File: src/rtl/adc_cmd_pkg.sv
package adc_cmd_pkg;

    localparam int CMD_W  = 8;
    localparam int CHF_W  = 3;
    localparam int RNG_W  = 3;

    typedef struct packed {
        logic             diff;
        logic [RNG_W-1:0] rng;
    } ch_cfg_t;

    typedef struct packed {
        logic             start;
        logic [CHF_W-1:0] chan;
        logic             diff;
        logic [RNG_W-1:0] rng;
    } cmd_byte_t;

    typedef enum logic [1:0] {
        ST_HUNT = 2'd0,
        ST_BYTE = 2'd1,
        ST_CONV = 2'd2
    } frm_state_t;

    localparam ch_cfg_t CFG_RESET = '{diff: 1'b0, rng: 3'b111};

    function automatic logic is_conv(input cmd_byte_t b);
        return (b.rng == '0);
    endfunction

    function automatic logic [CHF_W-1:0] pair_head(input logic [CHF_W-1:0] ch);
        return {ch[CHF_W-1:1], 1'b0};
    endfunction

endpackage

File: src/rtl/sclk_edge_det.sv
module sclk_edge_det (
    input  logic clk,
    input  logic rst,
    input  logic cs_n,
    input  logic sclk,
    output logic rise,
    output logic fall
);
    logic sclk_q;

    always_ff @(posedge clk) begin
        if (rst) sclk_q <= 1'b0;
        else     sclk_q <= sclk;
    end

    always_comb begin
        rise = !cs_n &&  sclk && !sclk_q;
        fall = !cs_n && !sclk &&  sclk_q;
    end
endmodule

File: src/rtl/cmd_frame_seq.sv
module cmd_frame_seq
    import adc_cmd_pkg::*;
#(
    parameter int FRAME_LEN = 32,
    parameter int RES_W     = 16
) (
    input  logic      clk,
    input  logic      rst,
    input  logic      cs_n,
    input  logic      rise,
    input  logic      fall,
    input  logic      din,
    output logic      cmd_valid,
    output cmd_byte_t cmd,
    output logic      load_res,
    output logic      shift_res,
    output logic      end_res
);
    localparam int CNT_W   = $clog2(FRAME_LEN + 1);
    localparam int LOAD_AT = FRAME_LEN - RES_W;
    localparam int LAST_IN = CMD_W - 1;

    frm_state_t        state;
    logic [CNT_W-1:0]  bit_cnt;
    logic [CMD_W-3:0]  shreg;
    logic              byte_done;

    always_comb begin
        cmd       = {1'b1, shreg, din};
        byte_done = (state == ST_BYTE) && rise && (bit_cnt == CNT_W'(LAST_IN));
        cmd_valid = byte_done;
        load_res  = (state == ST_CONV) && fall && (bit_cnt == CNT_W'(LOAD_AT));
        shift_res = (state == ST_CONV) && fall && (bit_cnt > CNT_W'(LOAD_AT))
                    && (bit_cnt < CNT_W'(FRAME_LEN));
        end_res   = (state == ST_CONV) && fall && (bit_cnt == CNT_W'(FRAME_LEN));
    end

    always_ff @(posedge clk) begin
        if (rst || cs_n) begin
            state   <= ST_HUNT;
            bit_cnt <= '0;
            shreg   <= '0;
        end else begin
            unique case (state)
                ST_HUNT: begin
                    if (rise && din) begin
                        state   <= ST_BYTE;
                        bit_cnt <= CNT_W'(1);
                        shreg   <= '0;
                    end
                end
                ST_BYTE: begin
                    if (rise) begin
                        shreg   <= {shreg[CMD_W-4:0], din};
                        bit_cnt <= bit_cnt + 1'b1;
                        if (byte_done) begin
                            if (is_conv(cmd)) begin
                                state <= ST_CONV;
                            end else begin
                                state   <= ST_HUNT;
                                bit_cnt <= '0;
                            end
                        end
                    end
                end
                ST_CONV: begin
                    if (rise) begin
                        bit_cnt <= bit_cnt + 1'b1;
                    end else if (end_res) begin
                        state   <= ST_HUNT;
                        bit_cnt <= '0;
                    end
                end
                default: begin
                    state   <= ST_HUNT;
                    bit_cnt <= '0;
                end
            endcase
        end
    end
endmodule

File: src/rtl/ch_cfg_bank.sv
module ch_cfg_bank
    import adc_cmd_pkg::*;
#(
    parameter int N_CH = 8
) (
    input  logic             clk,
    input  logic             rst,
    input  logic             wr_en,
    input  logic [CHF_W-1:0] wr_chan,
    input  ch_cfg_t          wr_cfg,
    input  logic [CHF_W-1:0] rd_chan,
    output logic [CHF_W-1:0] eff_chan,
    output ch_cfg_t          eff_cfg
);
    ch_cfg_t regs [N_CH];

    for (genvar g = 0; g < N_CH; g++) begin : g_ch
        always_ff @(posedge clk) begin
            if (rst)                                    regs[g] <= CFG_RESET;
            else if (wr_en && wr_chan == CHF_W'(g))     regs[g] <= wr_cfg;
        end
    end

    function automatic ch_cfg_t lookup(input logic [CHF_W-1:0] idx);
        ch_cfg_t r;
        r = CFG_RESET;
        for (int i = 0; i < N_CH; i++) begin
            if (idx == CHF_W'(i)) r = regs[i];
        end
        return r;
    endfunction

    logic [CHF_W-1:0] head;
    ch_cfg_t          head_cfg;
    ch_cfg_t          own_cfg;

    always_comb begin
        head     = pair_head(rd_chan);
        head_cfg = lookup(head);
        own_cfg  = lookup(rd_chan);
        if (head_cfg.diff) begin
            eff_chan = head;
            eff_cfg  = head_cfg;
        end else begin
            eff_chan     = rd_chan;
            eff_cfg.diff = 1'b0;
            eff_cfg.rng  = own_cfg.rng;
        end
    end
endmodule

File: src/rtl/result_shifter.sv
module result_shifter #(
    parameter int RES_W = 16
) (
    input  logic             clk,
    input  logic             rst,
    input  logic             cs_n,
    input  logic             load,
    input  logic             shift,
    input  logic             stop,
    input  logic [RES_W-1:0] sample,
    output logic             dout
);
    logic [RES_W-1:0] data;
    logic             active;

    always_ff @(posedge clk) begin
        if (rst || cs_n) begin
            data   <= '0;
            active <= 1'b0;
        end else if (load) begin
            data   <= sample;
            active <= 1'b1;
        end else if (shift) begin
            data   <= {data[RES_W-2:0], 1'b0};
        end else if (stop) begin
            data   <= '0;
            active <= 1'b0;
        end
    end

    assign dout = active && data[RES_W-1];
endmodule

File: src/rtl/adc_cmd_decoder.sv
module adc_cmd_decoder
    import adc_cmd_pkg::*;
#(
    parameter int N_CH      = 8,
    parameter int RES_W     = 16,
    parameter int FRAME_LEN = 32
) (
    input  logic             clk,
    input  logic             rst,
    input  logic             cs_n,
    input  logic             sclk,
    input  logic             din,
    input  logic [RES_W-1:0] sample_in,
    output logic             dout,
    output logic             dout_oe,
    output logic             sstrb,
    output logic [CHF_W-1:0] sel_chan,
    output logic             sel_diff,
    output logic [RNG_W-1:0] sel_range
);
    logic      rise, fall;
    logic      cmd_valid;
    cmd_byte_t cmd;
    logic      load_res, shift_res, end_res;
    logic      conv_hit, cfg_hit;
    logic [CHF_W-1:0] eff_chan;
    ch_cfg_t          eff_cfg;
    ch_cfg_t          wr_cfg;

    sclk_edge_det u_edge (
        .clk  (clk),
        .rst  (rst),
        .cs_n (cs_n),
        .sclk (sclk),
        .rise (rise),
        .fall (fall)
    );

    cmd_frame_seq #(.FRAME_LEN(FRAME_LEN), .RES_W(RES_W)) u_frame (
        .clk       (clk),
        .rst       (rst),
        .cs_n      (cs_n),
        .rise      (rise),
        .fall      (fall),
        .din       (din),
        .cmd_valid (cmd_valid),
        .cmd       (cmd),
        .load_res  (load_res),
        .shift_res (shift_res),
        .end_res   (end_res)
    );

    always_comb begin
        conv_hit    = cmd_valid &&  is_conv(cmd);
        cfg_hit     = cmd_valid && !is_conv(cmd);
        wr_cfg.diff = cmd.diff;
        wr_cfg.rng  = cmd.rng;
    end

    ch_cfg_bank #(.N_CH(N_CH)) u_bank (
        .clk      (clk),
        .rst      (rst),
        .wr_en    (cfg_hit),
        .wr_chan  (cmd.chan),
        .wr_cfg   (wr_cfg),
        .rd_chan  (cmd.chan),
        .eff_chan (eff_chan),
        .eff_cfg  (eff_cfg)
    );

    always_ff @(posedge clk) begin
        if (rst) begin
            sel_chan  <= '0;
            sel_diff  <= CFG_RESET.diff;
            sel_range <= CFG_RESET.rng;
        end else if (conv_hit) begin
            sel_chan  <= eff_chan;
            sel_diff  <= eff_cfg.diff;
            sel_range <= eff_cfg.rng;
        end
    end

    result_shifter #(.RES_W(RES_W)) u_shift (
        .clk    (clk),
        .rst    (rst),
        .cs_n   (cs_n),
        .load   (load_res),
        .shift  (shift_res),
        .stop   (end_res),
        .sample (sample_in),
        .dout   (dout)
    );

    assign dout_oe = !cs_n;
    assign sstrb   = 1'b0;
endmodule

File: config.mk
export PLATFORM = sky130hd
export DESIGN_NAME = adc_cmd_decoder
export DESIGN_NICKNAME = d
export VERILOG_FILES = /design/src/rtl/adc_cmd_pkg.sv /design/src/rtl/sclk_edge_det.sv /design/src/rtl/cmd_frame_seq.sv /design/src/rtl/ch_cfg_bank.sv /design/src/rtl/result_shifter.sv /design/src/rtl/adc_cmd_decoder.sv
export SDC_FILE = /design/constraint.sdc
export NUM_CORES = 1
export LEC_CHECK = 0
export ABC_AREA = 1
export ABC_CLOCK_PERIOD_IN_PS = 2000
export BUFFER_PORTS_ARGS = -buffer_cell sky130_fd_sc_hd__buf_4
export CAP_MARGIN = 20
export CORE_AREA = 4 4 81 102
export CTS_CLUSTER_DIAMETER = 60
export DETAILED_ROUTE_END_ITERATION = 10
export DIE_AREA = 0 0 85 106
export GPL_ROUTABILITY_DRIVEN = 0
export GPL_TIMING_DRIVEN = 0
export PLACE_DENSITY = 0.67
export SYNTH_ARGS = -nofsm -noshare
export SYNTH_HDL_FRONTEND = slang
export SYNTH_SLANG_ARGS = --single-unit
File: constraint.sdc
create_clock -name clk -period 2 [get_ports clk]
set_input_delay 0 -clock clk [delete_from_list [all_inputs] [get_ports clk]]
set_output_delay 0 -clock clk [all_outputs]
set_load 0.05 [all_outputs]
==> reports/qor.yml <==
status:
  outcome: "completed"
sta:
  drv_slew: 0
  slew-limit-headroom: 0.517
  final.setup.tns_ps: 0
  hold_viol_final: 0
  setup_viol: 0
  tightestPinTransition_ps: 725
  rsz0062_at_grt: "no"
  fin_crit_ps: 1880
  setup_ws_ps: 118
  max_freq_ghz: 0.531
  period_share: 0.941
  finClkSkew_ps: 7.89
power:
  clkPwrFrac: 0.405
  pwr-share-comb: 0.059
  p_sw_w: 0.000653
  swShare: 0.239
  seqPwrFrac: 0.535
  intPower_w: 0.00208
  finalPower_w: 0.00273
  powerDensity_mw_per_mm2: 632
  power.leakage_nw: 1.77
  ir_drop_mv: 0.399
synthesis:
  synthFlopType: "dfxtp_1"
  synth_top_family_by_area: "simple AND/OR/NAND/NOR gates"
  synth-simple-area-share: 0.342
  synth.distinct_cells: 37
  yosys.area.top_type_share: 0.237
  synth.yosys.seq_area_share: 0.457
  synth_area_leaders: "edfxtp_1 24%, dfxtp_1 22%, nand2_1 14%"
  yosysWarnings: 0
  synthAdderAreaFrac: 0.00705
  avgSynthCellArea_sq_um: 7.80
  netlist_area_sq_mm: 0.00355
  synth_edf_count: 28
  synth_area_leader_cell: "edfxtp_1"
  synth-seq-cells: 67
  synth_compound_area_frac: 0.102
  ys_async_sr_fraction: 0
  yosys.area_share.xor_xnor: 0
  synthCells: 455
  syn_nets: 478
  synthMuxAreaShare: 0
finish:
  layout_common_cells: "134 x nand2_1, 44 x inv_1, 42 x nand3_1"
  drive_gt1_frac: 0.209
  final_common_cell: "nand2_1"
  area_growth_pct: 21.7
  layout.nets: 539
  n_fill_cell: 658
  finalNonFillerCells: 613
  diodes: 0
  fin_area_sq_mm: 0.00432
placed_design:
  postPlaceCellArea_sq_mm: 0.00388
  hpwlAfterDp_mm: 5.87
  placedCellCount: 576
  io_buffers: 29
  dp_slack_ps: -144
route:
  vias: 3142
  dr_wl_met3_microns: 237
  dr_wl_met2_mm: 4.53
  drc: 0
  ant_nets: 0
  wl_per_cell_microns: 13.7
  met1_length_mm: 3.40
  viasPerCell: 5.13
  highest_layer: "met4"
  first_pass_iters: 5
  wl_mm: 8.39
  first_iter_violations: 148
cts:
  cts_tree: "yes"
  post_cts.repair.setup_buffers: 0
  htreeDepth: 3
  clkSlewWorstSetupHoldPaths_ps: 80
  clock_path_buffers: 2
  root_buffer: "clkbuf_8"
  clk_latency_ps: 350
  cts_made_buffers: 9
  cts_sinks: 67
run:
  max_cap_viol_count: 0
min_path:
  min_path_type: "in -> reg"
die:
  ios: 31
  start_util: 0.485
  fp.dieW_microns: 85
  core_area_sq_mm: 0.00731
  die_h_microns: 106
  rows: 35
  die_area_sq_mm: 0.00901
grt:
  grt_max_degree: 13
  antenna_found_initial: 0
  grtUsageTotal: 0.196
  grt_overflow: 0
  grt_pass1_vias: 3035
  grt_pass1_wl_mm: 13.9
setup_path:
  worstSetupPathType: "in -> reg"
  start_kind: "input pin"
  cp-end-kind: "register"
  crit_arrival_ps: 1920
  required_ps: 2040
  path_max_fanout: 10
[Yosys cell counts, types with 3 or more instances]
| cell | number |
|---|---|
| nor3_2 | 8 |
| nand2_2 | 4 |
| clkbuf_1 | 3 |
| o21ai_0 | 12 |
| nor3_1 | 3 |
| nand2_1 | 135 |
| edfxtp_1 | 28 |
| buf_6 | 4 |
| nor2_1 | 37 |
| o211ai_1 | 5 |
| inv_2 | 12 |
| nand3_1 | 42 |
| inv_1 | 44 |
| a21oi_1 | 19 |
| nand2_4 | 3 |
| a22oi_1 | 9 |
| nor2_2 | 3 |
| o21ai_1 | 5 |
| nor4_1 | 3 |
| dfxtp_1 | 39 |
| o21bai_1 | 3 |
| nand4_1 | 7 |
| buf_2 | 6 |
[kinds of logic after synthesis]
logic type,Yosys count
buffers and inverters,74
adder cells (fa/ha/maj),2
AND/OR/NAND/NOR,254
other,1
AO/OA/AOI/OAI,57
flip-flops,67
[worst max-delay path, cell delays in order]
cell           delay [ps]
dlygate4sd3_1         520
buf_4                 140
buf_1                 560
inv_1                 410
o21ai_1               280
[registers in the layout (all words and copies together) (netlist names)]
signal           cells
u_bank.regs         28
u_shift.data        16
u_frame.bit_cnt      6
u_frame.shreg        6
sel_chan             3
sel_range            3
u_frame.state        2
sel_diff             1
u_edge.sclk_q        1
u_shift.active       1
[power groups by stage]
| stage | combinational [W] | sequential [W] | clock, W |
|---|---|---|---|
| 2_1_floorplan | 0.0000697 | 0.00149 | 0 |
| 3_5_place_dp | 0.000126 | 0.00149 | 0 |
| 6_report | 0.000162 | 0.00146 | 0.00111 |
| 5_1_grt | 0.000177 | 0.00146 | 0.00119 |
| 3_3_place_gp | 0.000124 | 0.00149 | 0 |
| 4_1_cts | 0.000158 | 0.00146 | 0.00113 |
[per-stage QoR]
| stage | hold slack, ps | util |
|---|---|---|
| finish | 28.4 | 0.590 |
| global route | 122 | 0.590 |
| CTS | 14.5 | 0.586 |
| detailed placement | 220 | 0.531 |
| global placement | 220 | 0.531 |
| floorplan | 98.9 | - |
[path summary, 6_finish.rpt]
| check | to | from | depth (start not counted) | slack (ps) |
|---|---|---|---|---|
| min reg2reg | sel_chan[0]$_SDFFE_PP0P_ | sel_chan[0]$_SDFFE_PP0P_ | 2 | 470 |
| max reg2reg | u_shift.data[1]$_SDFFE_PP0P_ | u_frame.bit_cnt[4]$_SDFFE_PP0P_ | 8 | 130 |
| min | u_shift.data[2]$_SDFFE_PP0P_ | sample_in[2] | 5 | 30 |
| max | u_bank.regs[1][6]$_SDFFCE_PN1P_ | rst | 5 | 120 |
[layout make-up]
type / count / area (sq um) / share of cell area
Buffer: 16 / 105 / 0.0243
Clock buffer: 11 / 163 / 0.0377
Clock inverter: 5 / 33.8 / 0.00782
Inverter: 58 / 218 / 0.0504
Multi-Input combinational cell: 314 / 1630 / 0.378
Sequential cell: 67 / 1620 / 0.376
Tap cell: 92 / 115 / 0.0267
Timing Repair Buffer: 50 / 428 / 0.0991
[layer usage]
layer,GRT usage,up-vias
li1,-,1615
met1,0.218,1449
met2,0.353,59
met3,0.0349,19
met4,0.0984,0
met5,0,-
[timing repair]
action,in CTS,in global routing
endpoints found under the hold margin,24,0
hold buffers,21,0
endpoints found under the setup margin,21,40
resized for setup,6,10
Power figures use the tool's default switching activity.
